==> src/rtl/timer_irq_flags.sv <==
module timer_irq_flags #(
  parameter int NSRC = 3
) (
  input  logic            clk,
  input  logic            rst_n,
  input  logic [NSRC-1:0] ev_i,
  input  logic            flag_wr_en_i,
  input  logic [NSRC-1:0] flag_wr_data_i,
  input  logic [NSRC-1:0] mask_i,
  input  logic            gie_i,
  input  logic            pend_clr_i,
  output logic [NSRC-1:0] flags_o,
  output logic            cpu_pend_o,
  output logic            irq_o
);

  logic [NSRC-1:0] flag_q;
  logic [NSRC-1:0] clr_mask;
  logic            masked_any;
  logic            pend_q;
  logic            irq_q;

  assign clr_mask   = flag_wr_en_i ? ~flag_wr_data_i : '0;
  assign masked_any = |(flag_q & mask_i);

  always_ff @(posedge clk) begin
    if (!rst_n) begin
      flag_q <= '0;
      pend_q <= 1'b0;
      irq_q  <= 1'b0;
    end else begin
      flag_q <= (flag_q & ~clr_mask) | ev_i;
      pend_q <= pend_clr_i ? 1'b0 : (pend_q | masked_any);
      irq_q  <= masked_any & gie_i;
    end
  end

  assign flags_o    = flag_q;
  assign cpu_pend_o = pend_q;
  assign irq_o      = irq_q;

  for (genvar k = 0; k < NSRC; k++) begin : g_chk
    p_ev_sets_r2: assert property (@(posedge clk) disable iff (!rst_n)
      ev_i[k] |=> flags_o[k]);
    p_sticky_r3: assert property (@(posedge clk) disable iff (!rst_n)
      (flags_o[k] && !(flag_wr_en_i && !flag_wr_data_i[k])) |=> flags_o[k]);
    p_race_r4: assert property (@(posedge clk) disable iff (!rst_n)
      (ev_i[k] && flag_wr_en_i && !flag_wr_data_i[k]) |=> flags_o[k]);
  end

  p_pend_src_r5: assert property (@(posedge clk) disable iff (!rst_n)
    $rose(cpu_pend_o) |-> $past(|(flags_o & mask_i)));
  p_pend_clr_r6: assert property (@(posedge clk) disable iff (!rst_n)
    pend_clr_i |=> !cpu_pend_o);
  p_irq_gate_r7: assert property (@(posedge clk) disable iff (!rst_n)
    irq_o |-> $past(gie_i && |(flags_o & mask_i)));
  p_irq_raise_r8: assert property (@(posedge clk) disable iff (!rst_n)
    (gie_i && |(flags_o & mask_i)) |=> irq_o);
  p_irq_drop_r9: assert property (@(posedge clk) disable iff (!rst_n)
    !(gie_i && |(flags_o & mask_i)) |=> !irq_o);

endmodule

==> config.mk <==
export PLATFORM = sky130hd
export DESIGN_NAME = timer_irq_flags
export DESIGN_NICKNAME = d
export VERILOG_FILES = /design/src/rtl/timer_irq_flags.sv
export SDC_FILE = /design/constraint.sdc
export NUM_CORES = 1
export LEC_CHECK = 0
export ABC_AREA = 0
export BUFFER_PORTS_ARGS = -buffer_cell sky130_fd_sc_hd__buf_2
export CAP_MARGIN = 20
export CELL_PAD_IN_SITES_DETAIL_PLACEMENT = 0
export CELL_PAD_IN_SITES_GLOBAL_PLACEMENT = 1
export CORE_AREA = 2 2 39 41
export DETAILED_ROUTE_END_ITERATION = 16
export DIE_AREA = 0 0 41 43
export MAX_ROUTING_LAYER = met4
export PLACE_DENSITY_LB_ADDON = 0.08
export SYNTH_ARGS = -nofsm -noshare
export SYNTH_HDL_FRONTEND = slang
export SYNTH_SLANG_ARGS = --single-unit
==> constraint.sdc <==
create_clock -name clk -period 2.95 [get_ports clk]
set_clock_uncertainty 0.1 [all_clocks]
set_input_delay 0 -clock clk [delete_from_list [all_inputs] [get_ports clk]]
set_output_delay 0 -clock clk [all_outputs]
set_load 0.02 [all_outputs]
# == Word-level counts from Yosys, hierarchy flattened ==
# Cells that the tools add are included.
# word_totals
output_inout_bits,5
regBits,5
# op_classes
n_mux,1
n_reduce_logical,2
n_bitwise,8
# ops
op,n
3-bit bitwise AND,2
3-bit inverter,2
3-bit two-way mux,1
3-bit bitwise OR,1
3-bit OR reduction,1
2-bit OR reduction,1
1-bit bitwise AND,1
1-bit inverter,1
1-bit bitwise OR,1

# == Logic depth before layout (Yosys ltp) ==
# Gate-level depths: netlist of run 1.
# logic_depth
depth_word,5
ltp_mapped,3
depth_no_buf,3

# == Worst setup path before layout of run 1 ==
# OpenSTA, ideal clock, no wires.
# synth_timing
kind,register to register
startpoint,"register flag_q[0], in the netlist flags_o[0]"
endpoint,"register irq_q, in the netlist irq_o"
setup_ps,116
arrival_ps,808
setup_slack_ps,1926
stages_incl_launch_ff,4
required_ps,2734
path_buffers,0
period_less_slack_ps,1024
path_cell_list,dfxtp_1 a22oi_1 nand2_1 and3_2
# synth_between
elab_chain_cells,3
# synth_lines
element,line,source
from (decl),17,logic [NSRC-1:0] flag_q;
from (signal assigned),32,flag_q <= (flag_q & ~clr_mask) | ev_i;
3-bit bitwise AND,24,assign masked_any = |(flag_q & mask_i);
3-bit OR reduction,24,
1-bit bitwise AND,34,irq_q <= masked_any & gie_i;
to (signal assigned),34,
to (decl),21,logic irq_q;
# No other way between the ends.
# A chain may end at the register's enable or synchronous reset.

# == Worst setup path after layout of run 1 ==
# layout_timing
startpoint,input port ev_i[1]
endpoint,"register flag_q[1], in the netlist flags_o[1]"
# layout_between
elab_chain_cells,1
# layout_lines
element,line,source
from (decl),6,"input logic [NSRC-1:0] ev_i,"
3-bit bitwise OR,32,
# No other way between the ends.

==> results of run 1 <==
## flip-flops by register name (all words and copies together), names as in the netlist
signal	count
cpu_pend_o	1
flags_o	3
irq_o	1
## report_power, final
part	switching [mW]	total, mW	internal, mW	leakage (nW)
logic	0.0152	0.0397	0.0245	0.180
clock network	0.0299	0.0812	0.0513	0.0150
registers	0.00240	0.0746	0.0722	0.0415
total	0.0476	0.195	0.148	0.236
## logic make-up (layout without fill, tap and decap cells)
kind of cell	Yosys count	count (layout)	share of synthesized area [%]
AOI/OAI and AO/OA	5	5	17.2
buffers and inverters	1	34	1.98
and+or+nand+nor	9	9	27.8
DFF	5	5	53.0
## routing by layer
metal	track usage, %	vias to the layer above	wire, um	part of all wire [%]
met4	8.00	0	0	0
met1	10.0	107	266	44
li1	-	133	-	-
met3	3.14	0	66	11
met2	10.0	10	265	44
met5	-	-	0	0
## cells in the final DEF, fill, tap and decap left out
cell / synthesis / final
dfxtp_1: 5 / 5
a22oi_1: 1 / 1
inv_1: 1 / 1
dlygate4sd3_1: 0 / 11
clkbuf_4: 0 / 3
and3_2: 1 / 1
buf_2: 0 / 18
nand2b_1: 3 / 3
clkbuf_1: 0 / 1
nor2b_1: 3 / 3
a21oi_1: 3 / 3
nand2_1: 2 / 2
o211a_1: 1 / 1
## worst max path at each step
stage | to | slack [ns] | cells past startpoint
after floorplan | irq_o | 1.93 | 3
after global placement | cpu_pend_o | 1.97 | 3
after detailed placement | irq_o | 1.94 | 3
after CTS | flags_o[1] | 1.10 | 6
after global routing | flags_o[1] | 1.06 | 6
final | flags_o[1] | 1.11 | 6
## worst min-delay path, stage by stage
cell and delay (ns):
buf_2 0.12, nor2b_1 0.12, dlygate4sd3_1 0.54
## Yosys cell counts
master,n,area (um2)
a21oi_1,3,15.0
a22oi_1,1,7.51
and3_2,1,7.51
dfxtp_1,5,100
inv_1,1,3.75
nand2_1,2,7.51
nand2b_1,3,18.8
nor2b_1,3,18.8
o211a_1,1,10.0
## cell type report
cell class | instances | area, um2
tap | 16 | 20.0
multi-input combinational | 14 | 85.1
clock buffer | 4 | 26.3
sequential | 5 | 100
timing repair buffer | 29 | 200
fill | 156 | 948
inverter | 1 | 3.75
==> reports/results.md, run 1 <==
| Result | This run | Unit |
|:---|:---|:---|
| Global-route wire length before repair | 903 | um |
| Final setup vio count | 0 | - |
| Number of endpoints with negative hold slack in the final report | 0 | - |
| Residual DRC count | 0 | - |
| Number of synthesized register bits | 5 | - |
| Maximum resistive drop on vdd | 0.000166 | V |
| Y dimension of the die | 43 | um |
| Worst reg2reg setup slack | 1.17 | ns |
| Hold Buf Count CTS | 11 | - |
| Total number of vias | 250 | - |
| Post-layout total power | 195 | uW |
| Post-detail-place hpwl | 424 | um |
| Final design utilization | 31.5 | % |
| Count of clock tree sinks | 5 | - |
| Signed area change from the synthesized netlist to the final layout | 130 | % |
| Gate count of the mapped netlist | 20 | - |
| Capture point of the worst reg-to-reg path | flags_o[1] | - |
| Placeable core region | 1380 | um2 |
| Final Slew Violations | 0 | - |
| Dominant delay contributor by cell family on the critical path | buffers and inverters | - |
| Sum of negative setup slack | 0 | ns |
| Yosys warns | 0 | - |
| Number of diodes added for antenna fixing | 0 | - |
| Worst Setup Slack post-DPL | 1.94 | ns |
| Number of placed I/O pins | 19 | - |
| Initial antenna violation count | 0 | - |
| Static Leakage | 0.236 | nW |
| Number of resized instances in the post-cts repair step | 0 | - |
| Avg Synthesized Cell Area | 9.45 | um2 |
| Run status | completed | - |
| Largest net degree at the start of global routing | 6 | - |
| Post-layout instance count excluding filler cells | 69 | - |
| Number of cells on the worst hold path | 3 | - |
| Quantity of I/O buffers inserted on ports | 18 | - |
| Starting utilization of the core area | 13.7 | % |
| Seq/Total Area, Yosys | 53.0 | % |
| Via count of the first global-routing pass | 237 | - |
| Cells after DPL | 54 | - |
| Clock transition at path regs | 0.05 | ns |
| Transition time of the tightest slew-check pin | 0.178 | ns |
| Maximum root-to-sink buffer count | 2 | - |
| Starting DRT DRC Count | 0 | - |
| Source-to-sink clock delay at the later pin of the worst-skew pair | 0.24 | ns |
| Summed instance area of the synthesized netlist | 189 | um2 |
| Summed area of non-filler cells in the final layout | 435 | um2 |
| Worst flop-to-flop path startpoint | flags_o[1] | - |
| Critical-path top delay cell | dlygate4sd3_1 | - |
| R2R depth | 4 | - |
| Routed wire length per instance | 8.67 | um |
| Number of library cell types mapped by synthesis | 9 | - |
| Delay of the slowest cell on the worst path | 0.56 | ns |
| TritonCTS clock tree | yes | - |
| Final Wtd Congestion | 0.608 | - |
| Capturing element type of the critical path | register | - |
| Sum of buffers and inverters on the critical path | 4 | - |
| Most frequent cell on the critical path | dlygate4sd3_1 | - |
| Share of the clock period used by the worst path after layout | 62.5 | % |
| Data required time at the worst endpoint | 2.98 | ns |
| Hold path start | rst_n | - |
| H-tree levels | 1 | - |
| RSZ-0062 raised after global routing | no | - |
| Number of rows created at floorplan | 14 | - |
| Cell-by-cell listing of the critical path | dlygate4sd3_1, buf_2, a21oi_1, dlygate4sd3_1, nor2b_1, dlygate4sd3_1 | - |
| Worst relative slew slack | 88.1 | % |
| Area enclosed by the die boundary | 1760 | um2 |
| Setup Fix Bufs, Post-CTS | 0 | - |
| Root buf cell | clkbuf_4 | - |
| Worst Hold Class | input pin to register | - |
| Routed Wire Length | 598 | um |
| CP Max Fanout | 1 | - |
| Share of layout cells above drive strength 1 | 41.5 | % |
| Startpoint kind of the worst setup timing path | input pin | - |
| Post-Place Cell Area | 299 | um2 |
| Layout net count | 68 | - |
| Worst hold slack | 0.463 | ns |
| Remaining Overflow, GRT | 0 | - |
| TritonCTS Buffers | 3 | - |
| Worst setup path class | input pin to register | - |
| Die extent in x | 41 | um |
| Max-Cap Viols | 0 | - |
| Antenna Nets Post-Route | 0 | - |
| Vias per Instance | 3.62 | - |
| Max Freq | 542 | MHz |
| First-pass iteration count of the detailed router | 1 | - |
| CP Data Arrival Time | 1.87 | ns |
| First element of the critical path | ev_i[1] | - |
| Capture endpoint of the worst hold path | flags_o[0] | - |
| Cell Pwr Density | 449 | nW/um2 |
| Setup slack of the critical path after layout | 1.11 | ns |
| Number of nets in the synthesized netlist | 34 | - |
| Tot GR Track Use | 8.35 | % |
| Shortest period the worst path allows | 1.84 | ns |
Power figures use the tool's default switching activity.
==> run 2, diff against run 1 <==
==> constraint.sdc (replaced) <==
create_clock -name clk -period 1.53 [get_ports clk]
set_clock_uncertainty 0.1 [all_clocks]
set_input_delay 0 -clock clk [delete_from_list [all_inputs] [get_ports clk]]
set_output_delay 0 -clock clk [all_outputs]
set_load 0.02 [all_outputs]
==> run 2 against run 1 <==
Compared with the run above:
- clock power increased by 91%
- non-clock buffer count decreased by 2
- register-to-register slack got worse by 0.89 ns
- total power increased by 90%
- largest power group unchanged
==> reports/results.md, run 2 (same netlist as run 1, synthesis figures left out) <==
| Result | This run | Unit | Change |
|:---|:---|:---|:---|
| Data required time at the worst endpoint | 1.56 | ns | -1.42 ns |
| Number of placed I/O pins | 19 | - | unchanged |
| Final setup vio count | 0 | - | unchanged |
| Die extent in x | 41 | um | unchanged |
| Count of clock tree sinks | 5 | - | unchanged |
| CP Data Arrival Time | 1.36 | ns | -0.51 ns |
| Setup Fix Bufs, Post-CTS | 0 | - | unchanged |
| CP Max Fanout | 1 | - | unchanged |
| Maximum root-to-sink buffer count | 2 | - | unchanged |
| Final Slew Violations | 0 | - | unchanged |
| Layout net count | 66 | - | -2.9% |
| Post-layout total power | 371 | uW | +90% |
| Clock transition at path regs | 0.04 | ns | about the same |
| Number of resized instances in the post-cts repair step | 0 | - | unchanged |
| Cells after DPL | 54 | - | unchanged |
| RSZ-0062 raised after global routing | no | - |  |
| Max Freq | 751 | MHz |  |
| Starting DRT DRC Count | 1 | - | +1 |
| Setup slack of the critical path after layout | 0.198 | ns | -0.908 ns |
| Worst Setup Slack post-DPL | 0.518 | ns | -1.42 ns |
| Shortest period the worst path allows | 1.33 | ns |  |
| Vias per Instance | 3.61 | - | -0.31% |
| Largest net degree at the start of global routing | 6 | - | unchanged |
| Placeable core region | 1380 | um2 | unchanged |
| Remaining Overflow, GRT | 0 | - | unchanged |
| Most common cell after layout, fill and taps aside | buf_2 | - |  |
| Highest-count cells in the layout ignoring fill and taps | 18 x buf_2, 9 x dlygate4sd3_1, 5 x dfxtp_1 | - |  |
| Sum of negative setup slack | 0 | ns | unchanged |
| Number of diodes added for antenna fixing | 0 | - | unchanged |
| Number of endpoints with negative hold slack in the final report | 0 | - | unchanged |
| TritonCTS clock tree | yes | - |  |
| Transition time of the tightest slew-check pin | 0.178 | ns | -0.0000315 ns |
| Share of the clock period used by the worst path after layout | 87.0 | % |  |
| Post-layout instance count excluding filler cells | 67 | - | -2.9% |
| Flip-flop count of the largest register after layout | 3 | - | unchanged |
| Area enclosed by the die boundary | 1760 | um2 | unchanged |
| H-tree levels | 1 | - | unchanged |
| Routed Wire Length | 582 | um | -2.7% |
| Via count of the first global-routing pass | 242 | - | +2.1% |
| Total number of vias | 242 | - | -3.2% |
| First-pass iteration count of the detailed router | 3 | - | +2 |
| Static Leakage | 0.222 | nW | -5.9% |
| Initial antenna violation count | 0 | - | unchanged |
| Share of layout cells above drive strength 1 | 43.1 | % | +1.6 points |
| Root buf cell | clkbuf_4 | - |  |
| Antenna Nets Post-Route | 0 | - | unchanged |
| Starting utilization of the core area | 13.7 | % | unchanged |
| Startpoint kind of the worst setup timing path | input pin | - |  |
| Cell Pwr Density | 893 | nW/um2 | +99% |
| Hold Buf Count CTS | 9 | - | -2 |
| Max-Cap Viols | 0 | - | unchanged |
| Source-to-sink clock delay at the later pin of the worst-skew pair | 0.24 | ns | about the same |
| Routed wire length per instance | 8.69 | um | +0.23% |
| TritonCTS Buffers | 3 | - | unchanged |
| Number of inserted filler cells in the final layout | 154 | - | -1.3% |
| Maximum resistive drop on vdd | 0.000311 | V | +87% |
| Run status | completed | - |  |
| Quantity of I/O buffers inserted on ports | 18 | - | unchanged |
| Number of rows created at floorplan | 14 | - | unchanged |
| Tot GR Track Use | 8.45 | % | +0.10 points |
| Post-detail-place hpwl | 424 | um | unchanged |
| Worst Hold Class | input pin to register | - |  |
| Final Wtd Congestion | 0.608 | - | unchanged |
| Signed area change from the synthesized netlist to the final layout | 120 | % |  |
| Residual DRC count | 0 | - | unchanged |
| Capturing element type of the critical path | register | - |  |
| Worst setup path class | input pin to register | - |  |
| Y dimension of the die | 43 | um | unchanged |
| Global-route wire length before repair | 917 | um | +1.6% |
| Worst relative slew slack | 88.1 | % | about the same |
run 2: power breakdown:
part           switching (mW)  internal (mW)  leakage, nW
Combinational          0.0287         0.0433        0.166
Clock                  0.0564         0.0987       0.0150
Sequential            0.00470          0.139       0.0415
run 2: final cells by class:
type	instances	area (um2)	share of cell area, %
tap	16	20.0	4.82
multi-input combinational	14	85.1	20.5
sequential	5	100	24.1
clock buffer	4	26.3	6.33
timing repair buffer	27	180	43.4
inverter	1	3.75	0.904
run 2: per-stage QoR:
step	area (um2)	hold slack [ns]	utilization, %
3_3_place_gp	299	0.135	21.6
2_1_floorplan	189	0.0282	-
4_1_cts	415	0.00297	30.0
6_report	415	0.0195	30.0
5_1_grt	415	0.0326	30.0
3_5_place_dp	299	0.141	21.6
run 2: path summary, 6_finish.rpt:
path,slack [ns],depth (start not counted),to,start
worst min-delay path,0.02,4,cpu_pend_o,mask_i[2]
worst max-delay path,0.20,5,flags_o[0],ev_i[0]
worst min register to register,0.41,1,cpu_pend_o,cpu_pend_o
worst max register to register,0.28,3,flags_o[0],flags_o[0]
run 2: routing by layer:
metal / wire length, um / share of wire, % / track usage [%] / vias to the layer above
met1: 262 / 45 / 9.71 / 103
met5: 0 / 0 / - / -
met2: 255 / 44 / 10.6 / 10
met3: 64 / 11 / 3.14 / 0
li1: - / - / - / 129
met4: 0 / 0 / 8.00 / 0
run 2: critical path: stages:
cell and delay (ns):
dlygate4sd3_1 0.53, buf_2 0.12, a21oi_1 0.12, nor2b_1 0.05, dlygate4sd3_1 0.54
==> run 3, diff against run 2 <==
--- a/config.mk
+++ b/config.mk
@@ -11,6 +11,7 @@
 export CELL_PAD_IN_SITES_DETAIL_PLACEMENT = 0
 export CELL_PAD_IN_SITES_GLOBAL_PLACEMENT = 1
 export CORE_AREA = 2 2 39 41
+export CTS_BUF_LIST = sky130_fd_sc_hd__clkbuf_4
 export DETAILED_ROUTE_END_ITERATION = 16
 export DIE_AREA = 0 0 41 43
 export MAX_ROUTING_LAYER = met4
==> run 3 against run 2 <==
Compared with the run above:
- highest routed layer unchanged
- flip-flop and latch count stayed put
- first-iteration DRC count unchanged
- sequential power about the same
- die area is the same
- final area grew 3.3%
- sequential share of layout area fell by 0.77 points
- global-route usage decreased by 0.41 points
- critical path depth unchanged
- via count up 1.7%
- final cell count increased by 1.5%
- combinational power is 2.9% higher
==> reports/results.md, run 3 (same netlist as run 1, synthesis figures left out) <==
| Result | This run | Unit | Change |
|:---|:---|:---|:---|
| Final Wtd Congestion | 0.608 | - | unchanged |
| Sum of negative setup slack | 0 | ns | unchanged |
| Share of the clock period used by the worst path after layout | 87.2 | % | +0.18 points |
| Capturing element type of the critical path | register | - |  |
| Count of clock tree sinks | 5 | - | unchanged |
| Run status | completed | - |  |
| Clock transition at path regs | 0.04 | ns | about the same |
| Max Freq | 749 | MHz | -0.21% |
| Most common cell after layout, fill and taps aside | buf_2 | - |  |
| Worst Hold Class | input pin to register | - |  |
| TritonCTS Buffers | 3 | - | unchanged |
| Y dimension of the die | 43 | um | unchanged |
| Antenna Nets Post-Route | 0 | - | unchanged |
| Placeable core region | 1380 | um2 | unchanged |
| Number of diodes added for antenna fixing | 0 | - | unchanged |
| Max-Cap Viols | 0 | - | unchanged |
| CP Data Arrival Time | 1.36 | ns | about the same |
| Source-to-sink clock delay at the later pin of the worst-skew pair | 0.24 | ns | about the same |
| Transition time of the tightest slew-check pin | 0.178 | ns | +0.000332 ns |
| Number of placed I/O pins | 19 | - | unchanged |
| Maximum resistive drop on vdd | 0.000371 | V | +19% |
| First-pass iteration count of the detailed router | 2 | - | -1 |
| Global-route wire length before repair | 897 | um | -2.2% |
| Root buf cell | clkbuf_4 | - |  |
| Worst relative slew slack | 88.1 | % | about the same |
| Static Leakage | 0.229 | nW | +3.2% |
| CP Max Fanout | 1 | - | unchanged |
| Largest net degree at the start of global routing | 6 | - | unchanged |
| Starting DRT DRC Count | 1 | - | unchanged |
| Flip-flop count of the largest register after layout | 3 | - | unchanged |
| Final setup vio count | 0 | - | unchanged |
| Via count of the first global-routing pass | 244 | - | +0.83% |
| Hold Buf Count CTS | 10 | - | +1 |
| Number of endpoints with negative hold slack in the final report | 0 | - | unchanged |
| RSZ-0062 raised after global routing | no | - |  |
| Data required time at the worst endpoint | 1.55 | ns | about the same |
| Shortest period the worst path allows | 1.33 | ns | +0.00274 ns |
| Routed Wire Length | 568 | um | -2.4% |
| Signed area change from the synthesized netlist to the final layout | 127 | % |  |
| Number of resized instances in the post-cts repair step | 0 | - | unchanged |
| Worst hold slack | 0.0351 | ns | +0.0156 ns |
| Initial antenna violation count | 0 | - | unchanged |
| Starting utilization of the core area | 13.7 | % | unchanged |
| Final Slew Violations | 0 | - | unchanged |
| Cell Pwr Density | 907 | nW/um2 | +1.5% |
| Area enclosed by the die boundary | 1760 | um2 | unchanged |
| Startpoint kind of the worst setup timing path | input pin | - |  |
| Routed wire length per instance | 8.35 | um | -3.8% |
| Remaining Overflow, GRT | 0 | - | unchanged |
| Maximum root-to-sink buffer count | 2 | - | unchanged |
| Residual DRC count | 0 | - | unchanged |
| Total number of vias | 246 | - | +1.7% |
| Post-detail-place hpwl | 424 | um | unchanged |
| H-tree levels | 1 | - | unchanged |
| TritonCTS clock tree | yes | - |  |
| Worst setup path class | input pin to register | - |  |
| Share of layout cells above drive strength 1 | 44.2 | % | +1.1 points |
| Highest-count cells in the layout ignoring fill and taps | 18 x buf_2, 10 x dlygate4sd3_1, 5 x dfxtp_1, 4 x clkbuf_4 | - |  |
| Quantity of I/O buffers inserted on ports | 18 | - | unchanged |
| Number of rows created at floorplan | 14 | - | unchanged |
| Vias per Instance | 3.62 | - | +0.16% |
| Die extent in x | 41 | um | unchanged |
| Layout net count | 67 | - | +1.5% |
| Tot GR Track Use | 8.04 | % | -0.41 points |
| Setup Fix Bufs, Post-CTS | 0 | - | unchanged |
## run 3: cell types whose count changed in the layout (fill, tap and decap cells not counted), sizes merged
cell,before,now
dlygate4sd3,9,10
## run 3: cell type report
type	count	area, um2
Multi-Input combinational cell	14	85.1
Fill cell	152	955
Sequential cell	5	100
Tap cell	16	20.0
Inverter	1	3.75
Timing Repair Buffer	28	190
Clock buffer	4	30.0
## run 3: power breakdown
group | internal [mW] | switching (mW) | total (mW) | leakage [nW]
Sequential | 0.139 | 0.00462 | 0.144 | 0.0415
Combinational | 0.0451 | 0.0290 | 0.0741 | 0.170
Clock | 0.116 | 0.0548 | 0.171 | 0.0184
Total | 0.301 | 0.0884 | 0.389 | 0.229
## run 3: worst paths after layout
check	slack, ns	start	cells past startpoint	end
setup / recovery	0.20	ev_i[0]	5	flags_o[0]
hold / removal	0.04	mask_i[1]	4	cpu_pend_o
setup reg to reg	0.28	flags_o[0]	3	flags_o[0]
hold reg to reg	0.40	cpu_pend_o	1	cpu_pend_o
## run 3: metrics by stage
step / util, % / total power [mW] / std cells / area (um2) / setup slack, ns
5_1_grt: 31.0 / 0.415 / 68 / 429 / 0.157
3_5_place_dp: 21.6 / 0.200 / 54 / 299 / 0.518
4_1_cts: 31.0 / 0.406 / 68 / 429 / 0.205
2_1_floorplan: - / 0.171 / 20 / 189 / 0.506
3_3_place_gp: 21.6 / 0.199 / 54 / 299 / 0.549
6_report: 31.0 / 0.389 / 68 / 429 / 0.196
## run 3: worst max-delay path, cell delays in order
cell	delay, ns
dlygate4sd3_1	0.53
buf_2	0.12
a21oi_1	0.12
nor2b_1	0.05
dlygate4sd3_1	0.54
## run 3: routing by layer
metal	wire [um]	vias to the layer above	track usage [%]	part of all wire (%)
met3	64	0	3.14	11
met2	239	10	10.3	42
met5	0	-	-	0
li1	-	131	-	-
met1	263	105	9.71	46
met4	0	0	6.00	0
